File: config.mk
export PLATFORM = sky130hd
export DESIGN_NAME = eth_rx_parser
export DESIGN_NICKNAME = d
export VERILOG_FILES = /design/src/rtl/eth_rx_pkg.sv /design/src/rtl/rx_deframer.sv /design/src/rtl/rx_crc32_chk.sv /design/src/rtl/rx_da_filter.sv /design/src/rtl/rx_hold_buf.sv /design/src/rtl/eth_rx_parser.sv
export SDC_FILE = /design/constraint.sdc
export NUM_CORES = 1
export LEC_CHECK = 0
export BUFFER_PORTS_ARGS = -buffer_cell sky130_fd_sc_hd__buf_2
export CAP_MARGIN = 0
export CORE_ASPECT_RATIO = 1.4
export CORE_MARGIN = 3
export CORE_UTILIZATION = 64
export CTS_CLUSTER_SIZE = 8
export DETAILED_ROUTE_END_ITERATION = 8
export PLACE_DENSITY_LB_ADDON = 0.15
export SETUP_SLACK_MARGIN = 0.3
export SYNTH_ARGS = -nofsm -noshare
export SYNTH_HDL_FRONTEND = slang
export SYNTH_SLANG_ARGS = --single-unit
File: constraint.sdc
create_clock -name clk -period 4.9 [get_ports clk]
set_input_delay 0.245 -clock clk [delete_from_list [all_inputs] [get_ports clk]]
set_output_delay 0.245 -clock clk [all_outputs]
set_load 0.01 [all_outputs]
File: src/rtl/eth_rx_pkg.sv
package eth_rx_pkg;
  localparam int          FCS_BYTES   = 4;
  localparam logic [7:0]  SFD_PATTERN = 8'hD5;
  localparam logic [31:0] CRC_POLY    = 32'h04C11DB7;
  localparam logic [31:0] CRC_RESIDUE = 32'hC704DD7B;

  typedef enum logic {DF_HUNT, DF_FRAME} dfr_state_t;
  typedef enum logic {CT_RUN, CT_DRAIN} ctl_state_t;

  typedef struct packed {
    logic crc_err;
    logic runt;
    logic dribble;
  } end_flags_t;
endpackage

File: src/rtl/rx_deframer.sv
module rx_deframer
  import eth_rx_pkg::*;
(
  input  logic       clk,
  input  logic       rst,
  input  logic       crs,
  input  logic       din,
  output logic       byte_vld,
  output logic [7:0] byte_data,
  output logic       sfd_evt,
  output logic       end_evt,
  output logic       end_partial
);
  dfr_state_t st;
  logic [7:0] sh;
  logic [2:0] bcnt;
  logic [7:0] sh_nx;

  assign sh_nx = {din, sh[7:1]};

  always_ff @(posedge clk) begin
    if (rst) begin
      st          <= DF_HUNT;
      sh          <= '0;
      bcnt        <= '0;
      byte_vld    <= 1'b0;
      byte_data   <= '0;
      sfd_evt     <= 1'b0;
      end_evt     <= 1'b0;
      end_partial <= 1'b0;
    end else begin
      byte_vld    <= 1'b0;
      sfd_evt     <= 1'b0;
      end_evt     <= 1'b0;
      end_partial <= 1'b0;
      case (st)
        DF_HUNT: begin
          if (crs) begin
            sh <= sh_nx;
            if (sh_nx == SFD_PATTERN) begin
              st      <= DF_FRAME;
              bcnt    <= '0;
              sfd_evt <= 1'b1;
            end
          end else begin
            sh <= '0;
          end
        end
        default: begin
          if (crs) begin
            sh   <= sh_nx;
            bcnt <= bcnt + 3'd1;
            if (bcnt == 3'd7) begin
              byte_vld  <= 1'b1;
              byte_data <= sh_nx;
            end
          end else begin
            st          <= DF_HUNT;
            sh          <= '0;
            bcnt        <= '0;
            end_evt     <= 1'b1;
            end_partial <= (bcnt != 3'd0);
          end
        end
      endcase
    end
  end
endmodule

File: src/rtl/rx_crc32_chk.sv
module rx_crc32_chk
  import eth_rx_pkg::*;
(
  input  logic       clk,
  input  logic       rst,
  input  logic       clr,
  input  logic       byte_vld,
  input  logic [7:0] byte_data,
  output logic       crc_ok
);
  logic [31:0] crc;
  logic [31:0] crc_nx;

  always_comb begin
    crc_nx = crc;
    for (int i = 0; i < 8; i++) begin
      if (crc_nx[31] ^ byte_data[i]) crc_nx = {crc_nx[30:0], 1'b0} ^ CRC_POLY;
      else                           crc_nx = {crc_nx[30:0], 1'b0};
    end
  end

  always_ff @(posedge clk) begin
    if (rst || clr)    crc <= '1;
    else if (byte_vld) crc <= crc_nx;
  end

  assign crc_ok = (crc == CRC_RESIDUE);
endmodule

File: src/rtl/rx_da_filter.sv
module rx_da_filter #(
  parameter int DA_BYTES = 6
) (
  input  logic                  clk,
  input  logic                  rst,
  input  logic                  clr,
  input  logic                  byte_vld,
  input  logic [7:0]            byte_data,
  input  logic [8*DA_BYTES-1:0] addr,
  input  logic                  promisc,
  output logic                  accept
);
  localparam int IW = $clog2(DA_BYTES + 1);

  logic [IW-1:0] idx;
  logic          uc_eq;
  logic          bc_eq;
  logic          decided;
  logic [7:0]    exp_byte;

  assign decided = (idx == IW'(DA_BYTES));

  always_comb begin
    exp_byte = '0;
    for (int i = 0; i < DA_BYTES; i++) begin
      if (idx == IW'(i)) exp_byte = addr[8*(DA_BYTES-1-i) +: 8];
    end
  end

  always_ff @(posedge clk) begin
    if (rst || clr) begin
      idx   <= '0;
      uc_eq <= 1'b1;
      bc_eq <= 1'b1;
    end else if (byte_vld && !decided) begin
      uc_eq <= uc_eq & (byte_data == exp_byte);
      bc_eq <= bc_eq & (&byte_data);
      idx   <= idx + IW'(1);
    end
  end

  assign accept = decided & (uc_eq | bc_eq | promisc);
endmodule

File: src/rtl/rx_hold_buf.sv
module rx_hold_buf #(
  parameter int W     = 8,
  parameter int DEPTH = 8
) (
  input  logic                      clk,
  input  logic                      rst,
  input  logic                      clr,
  input  logic                      wr,
  input  logic [W-1:0]              wdata,
  input  logic                      rd,
  output logic [W-1:0]              rdata,
  output logic [$clog2(DEPTH):0]    count
);
  localparam int AW = $clog2(DEPTH);

  logic [W-1:0]  mem [DEPTH];
  logic [AW-1:0] wp;
  logic [AW-1:0] rp;

  always_ff @(posedge clk) begin
    if (wr) mem[wp] <= wdata;
  end

  always_ff @(posedge clk) begin
    if (rst || clr) begin
      wp    <= '0;
      rp    <= '0;
      count <= '0;
    end else begin
      if (wr) wp <= wp + AW'(1);
      if (rd) rp <= rp + AW'(1);
      count <= count + (AW+1)'(wr) - (AW+1)'(rd);
    end
  end

  assign rdata = mem[rp];
endmodule

File: src/rtl/eth_rx_parser.sv
module eth_rx_parser
  import eth_rx_pkg::*;
#(
  parameter int DA_BYTES  = 6,
  parameter int MIN_FRAME = 64
) (
  input  logic                  clk,
  input  logic                  rst,
  input  logic                  rx_crs,
  input  logic                  rx_bit,
  input  logic [8*DA_BYTES-1:0] cfg_ucast_addr,
  input  logic                  cfg_promisc,
  input  logic                  cfg_keep_fcs,
  output logic                  out_valid,
  output logic [7:0]            out_data,
  output logic                  out_sof,
  output logic                  out_eof,
  output logic                  out_crc_err,
  output logic                  out_runt,
  output logic                  out_dribble
);
  localparam int HOLD  = (DA_BYTES > FCS_BYTES) ? DA_BYTES : FCS_BYTES;
  localparam int DEPTH = 1 << $clog2(HOLD);
  localparam int AW    = $clog2(DEPTH);
  localparam int CW    = $clog2(MIN_FRAME + 1);

  logic       byte_vld;
  logic [7:0] byte_data;
  logic       sfd_evt;
  logic       end_evt;
  logic       end_partial;
  logic       crc_ok;
  logic       accept;

  logic          fifo_clr;
  logic          pop;
  logic          emit;
  logic [7:0]    fifo_rdata;
  logic [AW:0]   fifo_cnt;
  logic          fifo_full;

  ctl_state_t  st;
  logic        in_drain;
  logic [AW:0] drain_left;
  end_flags_t  flags_q;
  logic        sof_pend;
  logic [CW-1:0] byte_cnt;

  rx_deframer u_deframer (
    .clk(clk), .rst(rst), .crs(rx_crs), .din(rx_bit),
    .byte_vld(byte_vld), .byte_data(byte_data),
    .sfd_evt(sfd_evt), .end_evt(end_evt), .end_partial(end_partial)
  );

  rx_crc32_chk u_crc (
    .clk(clk), .rst(rst), .clr(sfd_evt),
    .byte_vld(byte_vld), .byte_data(byte_data), .crc_ok(crc_ok)
  );

  rx_da_filter #(.DA_BYTES(DA_BYTES)) u_filter (
    .clk(clk), .rst(rst), .clr(sfd_evt),
    .byte_vld(byte_vld), .byte_data(byte_data),
    .addr(cfg_ucast_addr), .promisc(cfg_promisc), .accept(accept)
  );

  rx_hold_buf #(.W(8), .DEPTH(DEPTH)) u_hold (
    .clk(clk), .rst(rst), .clr(fifo_clr),
    .wr(byte_vld), .wdata(byte_data), .rd(pop),
    .rdata(fifo_rdata), .count(fifo_cnt)
  );

  assign in_drain  = (st == CT_DRAIN);
  assign fifo_full = (fifo_cnt == (AW+1)'(HOLD));

  always_comb begin
    if (in_drain) begin
      pop  = (drain_left != '0);
      emit = pop;
    end else begin
      pop  = byte_vld & fifo_full;
      emit = pop & accept;
    end
  end

  assign fifo_clr = sfd_evt
                  | (!in_drain & end_evt & !accept)
                  | (in_drain & (drain_left == '0));

  always_ff @(posedge clk) begin
    if (rst) begin
      st          <= CT_RUN;
      drain_left  <= '0;
      flags_q     <= '0;
      sof_pend    <= 1'b0;
      byte_cnt    <= '0;
      out_valid   <= 1'b0;
      out_data    <= '0;
      out_sof     <= 1'b0;
      out_eof     <= 1'b0;
      out_crc_err <= 1'b0;
      out_runt    <= 1'b0;
      out_dribble <= 1'b0;
    end else begin
      out_valid   <= emit;
      out_data    <= emit ? fifo_rdata : 8'h00;
      out_sof     <= emit & sof_pend;
      out_eof     <= 1'b0;
      out_crc_err <= 1'b0;
      out_runt    <= 1'b0;
      out_dribble <= 1'b0;
      if (emit) sof_pend <= 1'b0;
      if (!in_drain) begin
        if (sfd_evt) begin
          byte_cnt <= '0;
          sof_pend <= 1'b1;
        end
        if (byte_vld && byte_cnt != CW'(MIN_FRAME)) byte_cnt <= byte_cnt + CW'(1);
        if (end_evt && accept) begin
          st         <= CT_DRAIN;
          drain_left <= cfg_keep_fcs ? fifo_cnt : fifo_cnt - (AW+1)'(FCS_BYTES);
          flags_q    <= '{crc_err: !crc_ok,
                          runt:    (byte_cnt < CW'(MIN_FRAME)),
                          dribble: end_partial};
        end
      end else begin
        if (drain_left != '0) begin
          drain_left <= drain_left - (AW+1)'(1);
        end else begin
          st          <= CT_RUN;
          out_eof     <= 1'b1;
          out_crc_err <= flags_q.crc_err;
          out_runt    <= flags_q.runt;
          out_dribble <= flags_q.dribble;
        end
      end
    end
  end
endmodule

# [Yosys cells after proc, flatten, opt, wreduce, memory -nomap -nowiden]
# Memories as Yosys holds them, arrays and structs flattened. A register that Yosys moved wholly into a read port is not among the register bits.
# Index checks and enable logic that the tools add are counted.
[classes] n_reduce_logical=31 n_lt_le_gt_ge=1 n_eq_ne=13 addsub=9 mux=41 bitwise=33
[op_table] operator="two-way mux 27 bit" count=8
[op_table] operator="inverter 14 bit" count=8
[op_table] operator="two-way mux 8 bit" count=6
[op_table] operator="== test 32 bit (second input constant)" count=1
[op_table] operator="two-way mux 1 bit" count=17
[op_table] operator="two-way mux 4 bit" count=4
[op_table] operator="two-way mux 7 bit" count=2
[op_table] operator="adder 3 x 1 -> 3 bit (second input constant)" count=4
[op_table] operator="== test 3 bit (second input constant)" count=4
[op_table] operator="two-way mux 3 bit" count=4
[op_table] operator="OR reduction 2 bit" count=5
[op_table] operator="bitwise AND 1 bit" count=9
[op_table] operator="OR reduction 3 bit" count=3
[op_table] operator="== test 8 bit" count=1
[op_table] operator="== test 8 bit (second input constant)" count=1
[op_table] operator="AND reduction 2 bit" count=4
[op_table] operator="AND reduction 8 bit" count=1
[op_table] operator="nonzero test 2 bit" count=4
[op_table] operator="bitwise XOR 1 bit" count=8
[op_table] operator="adder 7 x 1 -> 7 bit (second input constant)" count=1
[op_table] operator="< comparator 7 bit (second input constant)" count=1
[op_table] operator="inequality test 7 bit (second input constant)" count=1
[op_table] operator="== test 3 x 2 -> 1 bit (second input constant)" count=2
[op_table] operator="adder 4 x 1 -> 4 bit" count=1
[op_table] operator="16 further kinds" count=28
[totals] ram_bits=64 reg_bits=93 inputBits=54 output_inout_bits=14 memories=1
[memory_table] name="u_hold.mem" depth=8 word_bits=8 read_ports=1 rd_ports_with_merged_regs=1 wr=1 line_no="rx_hold_buf.sv:16" text="logic [W-1:0] mem [DEPTH];"

# [Longest topological paths before layout]
# Gate-level depths: netlist of the first run.
[depth] depth_word=16 depth_mapped=12 ltp_nobuf=12

# [By module]
# A second synthesis of the first run with hierarchy kept.
[unflattened] hier_cells=680 hier_area_um2=8146.6
[modules_own_cells] module="rx_hold_buf" instances=1 seq_area_each_um2=2182.1 cells_per_inst=160 area_each_um2=3066.7
[modules_own_cells] module="rx_crc32_chk" instances=1 seq_area_each_um2=640.6 cells_per_inst=191 area_each_um2=2144.6
[modules_own_cells] module="eth_rx_parser" instances=1 seq_area_each_um2=600.6 cells_per_inst=137 area_each_um2=1291.2
[modules_own_cells] module="rx_da_filter" instances=1 seq_area_each_um2=100.1 cells_per_inst=108 area_each_um2=824.5
[modules_own_cells] module="rx_deframer" instances=1 seq_area_each_um2=460.4 cells_per_inst=84 area_each_um2=819.5

# [Least setup slack after synthesis of the first run]
# OpenSTA, ideal clock, no wires.
[synth_path] path_kind="reg2reg" start="register u_filter.idx[0]" end="register u_filter.uc_eq" setup_slack_ns=2.613 required_ns=4.826 path_buffers=2 setup_ns=0.074 stages_incl_launch_ff=12 t_arrival_ns=2.213 synth_period_minus_slack_ns=2.287 path_cell_list="dfxtp_1 > ha_1 > ha_1 > buf_2 > or2_2 > clkbuf_1 > a221oi_1 > o21ai_0 > xnor2_1 > nor4_1 > nand4_1 > a31oi_1"
[synth_between] elab_chain_len=9 elab_cells_between_ends=17 cone_classes="7 x eq/ne; 6 x mux; 1 x bitwise; 3 x reduce/logical"
[synth_lines] element="start: declaration" line_no="rx_da_filter.sv:15" text="logic [IW-1:0] idx;"
[synth_lines] element="start signal: assignment" line_no="rx_da_filter.sv:38" text="idx <= idx + IW'(1);"
[synth_lines] element="logical NOT 3 bit" line_no="rx_da_filter.sv:26" text="if (idx == IW'(i)) exp_byte = addr[8*(DA_BYTES-1-i) +: 8];"
[synth_lines] element="two-way mux 8 bit (6 in a row)" line_no="rx_da_filter.sv:26"
[synth_lines] element="== test 8 bit" line_no="rx_da_filter.sv:36" text="uc_eq <= uc_eq & (byte_data == exp_byte);"
[synth_lines] element="bitwise AND 1 bit" line_no="rx_da_filter.sv:36"
[synth_lines] element="end signal: assignment" line_no="rx_da_filter.sv:36"
[synth_lines] element="end: declaration" line_no="rx_da_filter.sv:16" text="logic uc_eq;"
# Several ways; a longest one is shown, not always the timed one.
# A chain may end at the register's enable or synchronous reset.

# [Worst setup path after layout of the first run]
[layout_path] start="register u_deframer.byte_vld" end="register u_hold.count[3]"
[layout_between] elab_chain_len=3 elab_cells_between_ends=4 cone_classes="2 x add/sub; 1 x mux; 1 x bitwise"
[layout_lines] element="start: declaration" line_no="rx_deframer.sv:8" text="output logic byte_vld,"
[layout_lines] element="start signal: assignment" line_no="rx_deframer.sv:26" text="byte_vld <= 1'b0;"
[layout_lines] element="start signal: assignment" line_no="rx_deframer.sv:32" text="byte_vld <= 1'b0;"
[layout_lines] element="start signal: assignment" line_no="rx_deframer.sv:54" text="byte_vld <= 1'b1;"
[layout_lines] element="branches (longest 2 deep; another with adder 4 x 1 -> 4 bit)"
[layout_lines] element="subtractor 4 x 1 -> 4 bit *" line_no="rx_hold_buf.sv:32" text="count <= count + (AW+1)'(wr) - (AW+1)'(rd);"
[layout_lines] element="end signal: assignment" line_no="rx_hold_buf.sv:32"
[layout_lines] element="end: declaration" line_no="rx_hold_buf.sv:12" text="output logic [$clog2(DEPTH):0] count"
# Every way passes the cells marked *.

==> impl_metrics.env, run 1 <==
export IMPL_synth_area_top_cells="dfxtp_1, edfxtp_1, xnor2_1"
export IMPL_min_period_over_period=0.583
export IMPL_run_status="complete, no violations"
export IMPL_rsz0062_at_grt="false"
export IMPL_antenna_left=0
export IMPL_yosys_warnings=0
export IMPL_leakagePower_nw=2.89
export IMPL_holdBufCountCts=0
export IMPL_finalPower_mw=2.72
export IMPL_antenna_found_initial=0
export IMPL_synth_seq_cells=164
export IMPL_hold_viol_final=0
export IMPL_finalNonFillerCells=916
export IMPL_cpMostUsedCell="ha_1"
export IMPL_core_um2=11400
export IMPL_drive_above_1_share=0.171
export IMPL_post_route_min_period_ns=2.86
export IMPL_slowest_delay_ns=1.10
export IMPL_worstHoldStart="rx_bit"
export IMPL_track_usage=0.250
export IMPL_synth_distinct_cells=53
export IMPL_peakVddDrop_uv=258
export IMPL_root_buffer="clkbuf_16"
export IMPL_final_util=0.745
export IMPL_vias=5271
export IMPL_syn_num_nets=774
export IMPL_required_ns=5.18
export IMPL_crit_family="flip-flops"
export IMPL_synth_cells=701
export IMPL_critPathBufInv=1
export IMPL_max_cap_viol_count=0
export IMPL_route_detailed_drc=0
export IMPL_cp_end_kind="register"
export IMPL_dp_hpwl_um=10700
export IMPL_grt_max_degree=73
export IMPL_critical_path_class="register to register"
export IMPL_area_growth_pct=13.1
export IMPL_avgSynthCellArea_um2=10.7
export IMPL_synth_edf_count=64
export IMPL_gp_congestion=0.890
export IMPL_synthTopCellsByCount="nand2_1, dfxtp_1, edfxtp_1, nor2_1, xnor2_1"
export IMPL_insertion_delay_ns=0.42
export IMPL_routed_wl_um=15600
export IMPL_startpoint="u_deframer.byte_vld"
export IMPL_grt_pass1_wl_um=26000
export IMPL_first_iter_violations=267
export IMPL_portBuffers=67
export IMPL_cts_htree_levels=4
export IMPL_diodes=0
export IMPL_synthArstFlopShare=0
export IMPL_fmax_ghz=0.350
export IMPL_critPathMaxFanout=72
export IMPL_powerDensity_nw_per_um2=320
export IMPL_cts_inserted_buffers=17
export IMPL_cts_tree="built"
export IMPL_synth_top_cell_area_share=0.267
export IMPL_dr_pass1_iters=4
export IMPL_crit_chain="nand4_1 -> nand2b_1 -> ha_1 -> inv_1 -> ha_1 -> a21o_1 -> a21oi_1 -> xor2_1 -> nor2_1"
export IMPL_start_util=0.659
export IMPL_first_global_vias=5365
export IMPL_drv_slew=0
export IMPL_whs_ns=0.0821
export IMPL_fillers=775
export IMPL_fin_skew_ns=0.00836
export IMPL_synth_area_um2=7510
export IMPL_hp_class="primary input to register"
export IMPL_io_pins=68
export IMPL_post_cts_buffers=0
export IMPL_startpoint_type="register"
export IMPL_setup_viol=0
export IMPL_max_slew_worst_pin_slew_ns=1.18
export IMPL_critPathSlowestCell="dfxtp_2"
export IMPL_slew_headroom=0.209
export IMPL_wl_per_cell_um=17.0
export IMPL_yosysTopAreaCell="dfxtp_1"
export IMPL_worstPathArrival_ns=3.14
export IMPL_synthFlopType="dfxtp_1"
export IMPL_dp_cells=884
export IMPL_cts_resized=0
export IMPL_nNetsFinal=832
export IMPL_die_w_um=97.5
export IMPL_fp_dieH_um=134
export IMPL_cts_sinks=164
export IMPL_reg2reg_from="u_deframer.byte_vld"
export IMPL_globalRouteOverflowTotal=0
export IMPL_tns_ns=0
export IMPL_ys_seq_area_frac=0.523
export IMPL_viasPerCell=5.75
export IMPL_clk_pin_slew_ns=0.07
export IMPL_clockBufferDepth=2
export IMPL_rows=46
export IMPL_dieArea_um2=13100
export IMPL_yosysMostFrequentCell="nand2_1"
==> cell families after synthesis <==
family                   Yosys count  share of synthesized area
buffers and inverters             59                     0.0300
AO/OA/AOI/OAI                    114                     0.0930
adder cells (fa/ha/maj)           19                     0.0327
XOR/XNOR                          86                      0.113
AND/OR/NAND/NOR                  228                      0.140
multiplexers                      31                     0.0680
flip-flops                       164                      0.523
==> power by group <==
part	switching (mW)	internal [mW]
registers	0.000419	1.41
clock network	0.545	0.718
logic	0.0259	0.0243
total	0.572	2.15
==> worst register-to-register path: stages (launching register included) <==
cell and delay [ns]:
dfxtp_2 1.10, nand4_1 0.23, nand2b_1 0.26, ha_1 0.18, inv_1 0.07, ha_1 0.27
a21o_1 0.18, a21oi_1 0.20, xor2_1 0.18, nor2_1 0.05
==> registers in the layout (all words and copies together) (netlist names), 3 cells and up <==
| register | count |
|---|---|
| u_hold.mem | 64 |
| u_crc.crc | 32 |
| u_hold.wp | 3 |
| byte_cnt | 7 |
| u_hold.count | 4 |
| drain_left | 4 |
| flags_q | 3 |
| u_deframer.byte_data | 8 |
| u_hold.rp | 3 |
| u_deframer.sh | 7 |
| u_filter.idx | 3 |
| u_deframer.bcnt | 3 |
| out_data | 8 |
==> final timing paths <==
path	end	slack, ns	cells past startpoint
worst max register to register	u_hold.count[3]	2.04	9
worst min register to register	u_filter.bc_eq	0.46	2
worst min-delay path	u_deframer.sh[7]	0.08	2
worst max-delay path	u_hold.count[3]	2.04	9
==> cells in the final DEF, fill, tap and decap left out, types with 3 or more instances in the layout <==
| cell type | count |
|---|---|
| clkinv_2 | 3 |
| nand2_1 | 104 |
| nand4b_1 | 5 |
| clkbuf_16 | 17 |
| nor2_1 | 55 |
| nor3_1 | 9 |
| edfxtp_1 | 64 |
| o21ai_1 | 5 |
| mux4_2 | 16 |
| a221oi_1 | 8 |
| xnor2_1 | 56 |
| dfxtp_1 | 99 |
| mux2i_1 | 15 |
| o311ai_0 | 3 |
| a21o_1 | 3 |
| nand2b_1 | 7 |
| clkinvlp_4 | 3 |
| or3_1 | 3 |
| nand4_1 | 7 |
| o32a_1 | 6 |
| and3_1 | 5 |
| o21ai_0 | 39 |
| nor2b_1 | 4 |
| xor2_1 | 20 |
| a31oi_1 | 7 |
| inv_6 | 4 |
| ha_1 | 18 |
| nand3b_1 | 4 |
| and2_1 | 11 |
| xnor2_2 | 7 |
| buf_2 | 67 |
| nor4_1 | 4 |
| a21oi_1 | 30 |
| inv_1 | 29 |
==> routing by layer <==
| layer | track usage | vias to the layer above | share of wire |
|---|---|---|---|
| li1 | - | 2560 | - |
| met1 | 0.294 | 2533 | 0.40 |
| met2 | 0.441 | 137 | 0.53 |
| met3 | 0.0635 | 41 | 0.044 |
| met4 | 0.0955 | 0 | 0.026 |
| met5 | 0 | - | 0 |
==> layout make-up <==
class | instances | area (µm²) | share of cell area
Timing Repair Buffer | 69 | 350 | 0.0413
Inverter | 29 | 109 | 0.0128
Tap cell | 144 | 180 | 0.0212
Clock buffer | 18 | 439 | 0.0517
Multi-Input combinational cell | 478 | 3360 | 0.396
Sequential cell | 164 | 3930 | 0.462
Clock inverter | 14 | 126 | 0.0149
==> per-stage QoR <==
step,area (µm²),setup slack [ns]
detailed placement,7920,2.11
floorplan,7510,2.61
CTS,8490,2.07
finish,8490,2.04
global placement,7920,2.21
global route,8490,1.73
Note: power is estimated with default switching activity, not from simulation.
==> inputs of run 2 (changes only) <==
CORE_UTILIZATION = 54   (was 64)
clock period = 2.4 ns   (was 4.9 ns; I/O delays follow)
==> run 2 against run 1 <==
  * Sequential share of layout area is 3.6 points lower
  * Core utilization is 6.2 points lower
  * Sequential power is 100% higher
  * Critical endpoint is now u_hold.count[1]
  * Combinational power is 130% higher
  * Worst setup slack worse by 1.7 ns
  * Highest routed layer unchanged
  * Flip-flop and latch count stayed put
  * Final cell count is 10% higher
==> impl_metrics.env, run 2 (same netlist as run 1, synthesis figures left out) <==
export IMPL_final_common_cell="nand2_1"
export IMPL_grt_pass1_wl_um=27300
export IMPL_post_route_min_period_ns=2.09
export IMPL_regMostFlops="u_hold.mem"
export IMPL_slowest_delay_ns=0.53
export IMPL_insertion_delay_ns=0.42
export IMPL_wl_per_cell_um=16.7
export IMPL_slew_headroom=0.574
export IMPL_finalPower_mw=5.68
export IMPL_min_period_over_period=0.873
export IMPL_drv_slew=0
export IMPL_clockBufferDepth=2
export IMPL_root_buffer="clkbuf_16"
export IMPL_pre_cts_slack_ns=-0.0470
export IMPL_cts_tree="built"
export IMPL_hold_viol_final=0
export IMPL_cts_sinks=164
export IMPL_cts_inserted_buffers=17
export IMPL_max_cap_viol_count=0
export IMPL_fillers=1059
export IMPL_hp_class="primary input to register"
export IMPL_clk_pin_slew_ns=0.07
export IMPL_run_status="complete, no violations"
export IMPL_critPathMaxFanout=3
export IMPL_dp_hpwl_um=11700
export IMPL_rsz0062_at_grt="true"
export IMPL_setup_viol=0
export IMPL_leakagePower_nw=3.22
export IMPL_antenna_found_initial=0
export IMPL_worstPathArrival_ns=2.45
export IMPL_portBuffers=67
export IMPL_drive_above_1_share=0.270
export IMPL_fin_skew_ns=0.00876
export IMPL_antenna_left=0
export IMPL_globalRouteOverflowTotal=0
export IMPL_cts_htree_levels=4
export IMPL_diodes=0
export IMPL_cp_end_kind="register"
export IMPL_gp_congestion=0.851
export IMPL_route_detailed_drc=0
export IMPL_final_setup_worst_slack_ns=0.306
export IMPL_final_util=0.683
export IMPL_dieArea_um2=15400
export IMPL_tns_ns=0
export IMPL_io_pins=68
export IMPL_viasPerCell=5.47
export IMPL_largest_register_ffs=64
export IMPL_routed_wl_um=16800
export IMPL_die_w_um=106
export IMPL_max_slew_worst_pin_slew_ns=0.640
export IMPL_start_util=0.555
export IMPL_area_growth_pct=22.9
export IMPL_crit_chain="inv_2 -> ha_4 -> nand2b_4 -> o21a_1 -> nand2b_4 -> ha_4 -> inv_2 -> ha_4 -> fa_2 -> inv_2 -> nor2_2"
export IMPL_required_ns=2.76
export IMPL_vias=5519
export IMPL_fmax_ghz=0.478
export IMPL_placed_area_um2=8280
export IMPL_critical_path_class="register to register"
export IMPL_fp_dieH_um=145
export IMPL_peakVddDrop_uv=422
export IMPL_rows=50
export IMPL_first_iter_violations=219
export IMPL_layout_common_cells="nand2_1, dfxtp_1, buf_2"
export IMPL_startpoint_type="register"
export IMPL_dr_pass1_iters=9
export IMPL_powerDensity_nw_per_um2=616
export IMPL_core_um2=13500
export IMPL_largest_registers="u_hold.mem (64), u_crc.crc (32)"
export IMPL_grt_max_degree=36
export IMPL_final_design_area_no_fill_um2=9230
export IMPL_track_usage=0.223
export IMPL_critPathSlowestCell="fa_2"
export IMPL_nNetsFinal=887
export IMPL_first_global_vias=5629
## run 2: cell count changes in the layout (fill, tap and decap cells not counted), moves of 5 or more
cell | previous run | this run
ha_1 | 18 | 10
buf_4 | 2 | 52
inv_1 | 29 | 22
inv_2 | 0 | 7
ha_4 | 0 | 7
dfxtp_1 | 99 | 94
## run 2: critical path: cells and delay by family, from the launching register on
kind                     cells  cell delay (ns)
AO/OA/AOI/OAI                1             0.21
buffers and inverters        3             0.13
flip-flops                   1             0.33
AND/OR/NAND/NOR              3             0.27
adder cells (fa/ha/maj)      4             1.09
## run 2: layout make-up
cell class / instances / area, µm² / share of cell area
Sequential cell: 164 / 3940 / 0.427
Multi-Input combinational cell: 478 / 3570 / 0.387
Timing Repair Buffer: 124 / 785 / 0.0850
Clock buffer: 18 / 429 / 0.0465
Tap cell: 182 / 228 / 0.0247
Clock inverter: 14 / 166 / 0.0180
Inverter: 29 / 109 / 0.0118
## run 2: what timing repair did
item / in CTS / in global routing
hold buffers: 2 / 0
endpoints found under the setup margin: 7 / 12
pin swaps: 8 / 17
endpoints found under the hold margin: 3 / 0
setup buffers: 7 / 13
gates resized for setup: 19 / 20
## run 2: metrics by stage
| step | std cells | hold WS, ns |
|---|---|---|
| after detailed placement | 955 | 0.371 |
| after CTS | 996 | 0.177 |
| final | 1009 | 0.198 |
| after global placement | 955 | 0.361 |
| after global routing | 1009 | 0.233 |
| after floorplan | 701 | 0.209 |
## run 2: worst paths after layout
| kind | slack [ns] | end | cells past startpoint | startpoint |
|---|---|---|---|---|
| max | 0.31 | u_hold.count[1] | 11 | drain_left[0] |
| min | 0.20 | drain_left[2] | 6 | cfg_keep_fcs |
| max reg2reg | 0.31 | u_hold.count[1] | 11 | drain_left[0] |
| min reg2reg | 0.45 | u_filter.bc_eq | 2 | u_filter.bc_eq |
## run 2: layer usage
metal  wire [µm]  global-route usage
met5           0                   0
met4         433              0.0881
met3         480              0.0377
met2        9420               0.415
met1        6510               0.250
## run 2: where the power goes
part	switching [mW]	internal, mW
Clock	1.13	1.56
Combinational	0.0591	0.0559
Sequential	0.000994	2.87
Total	1.19	4.49
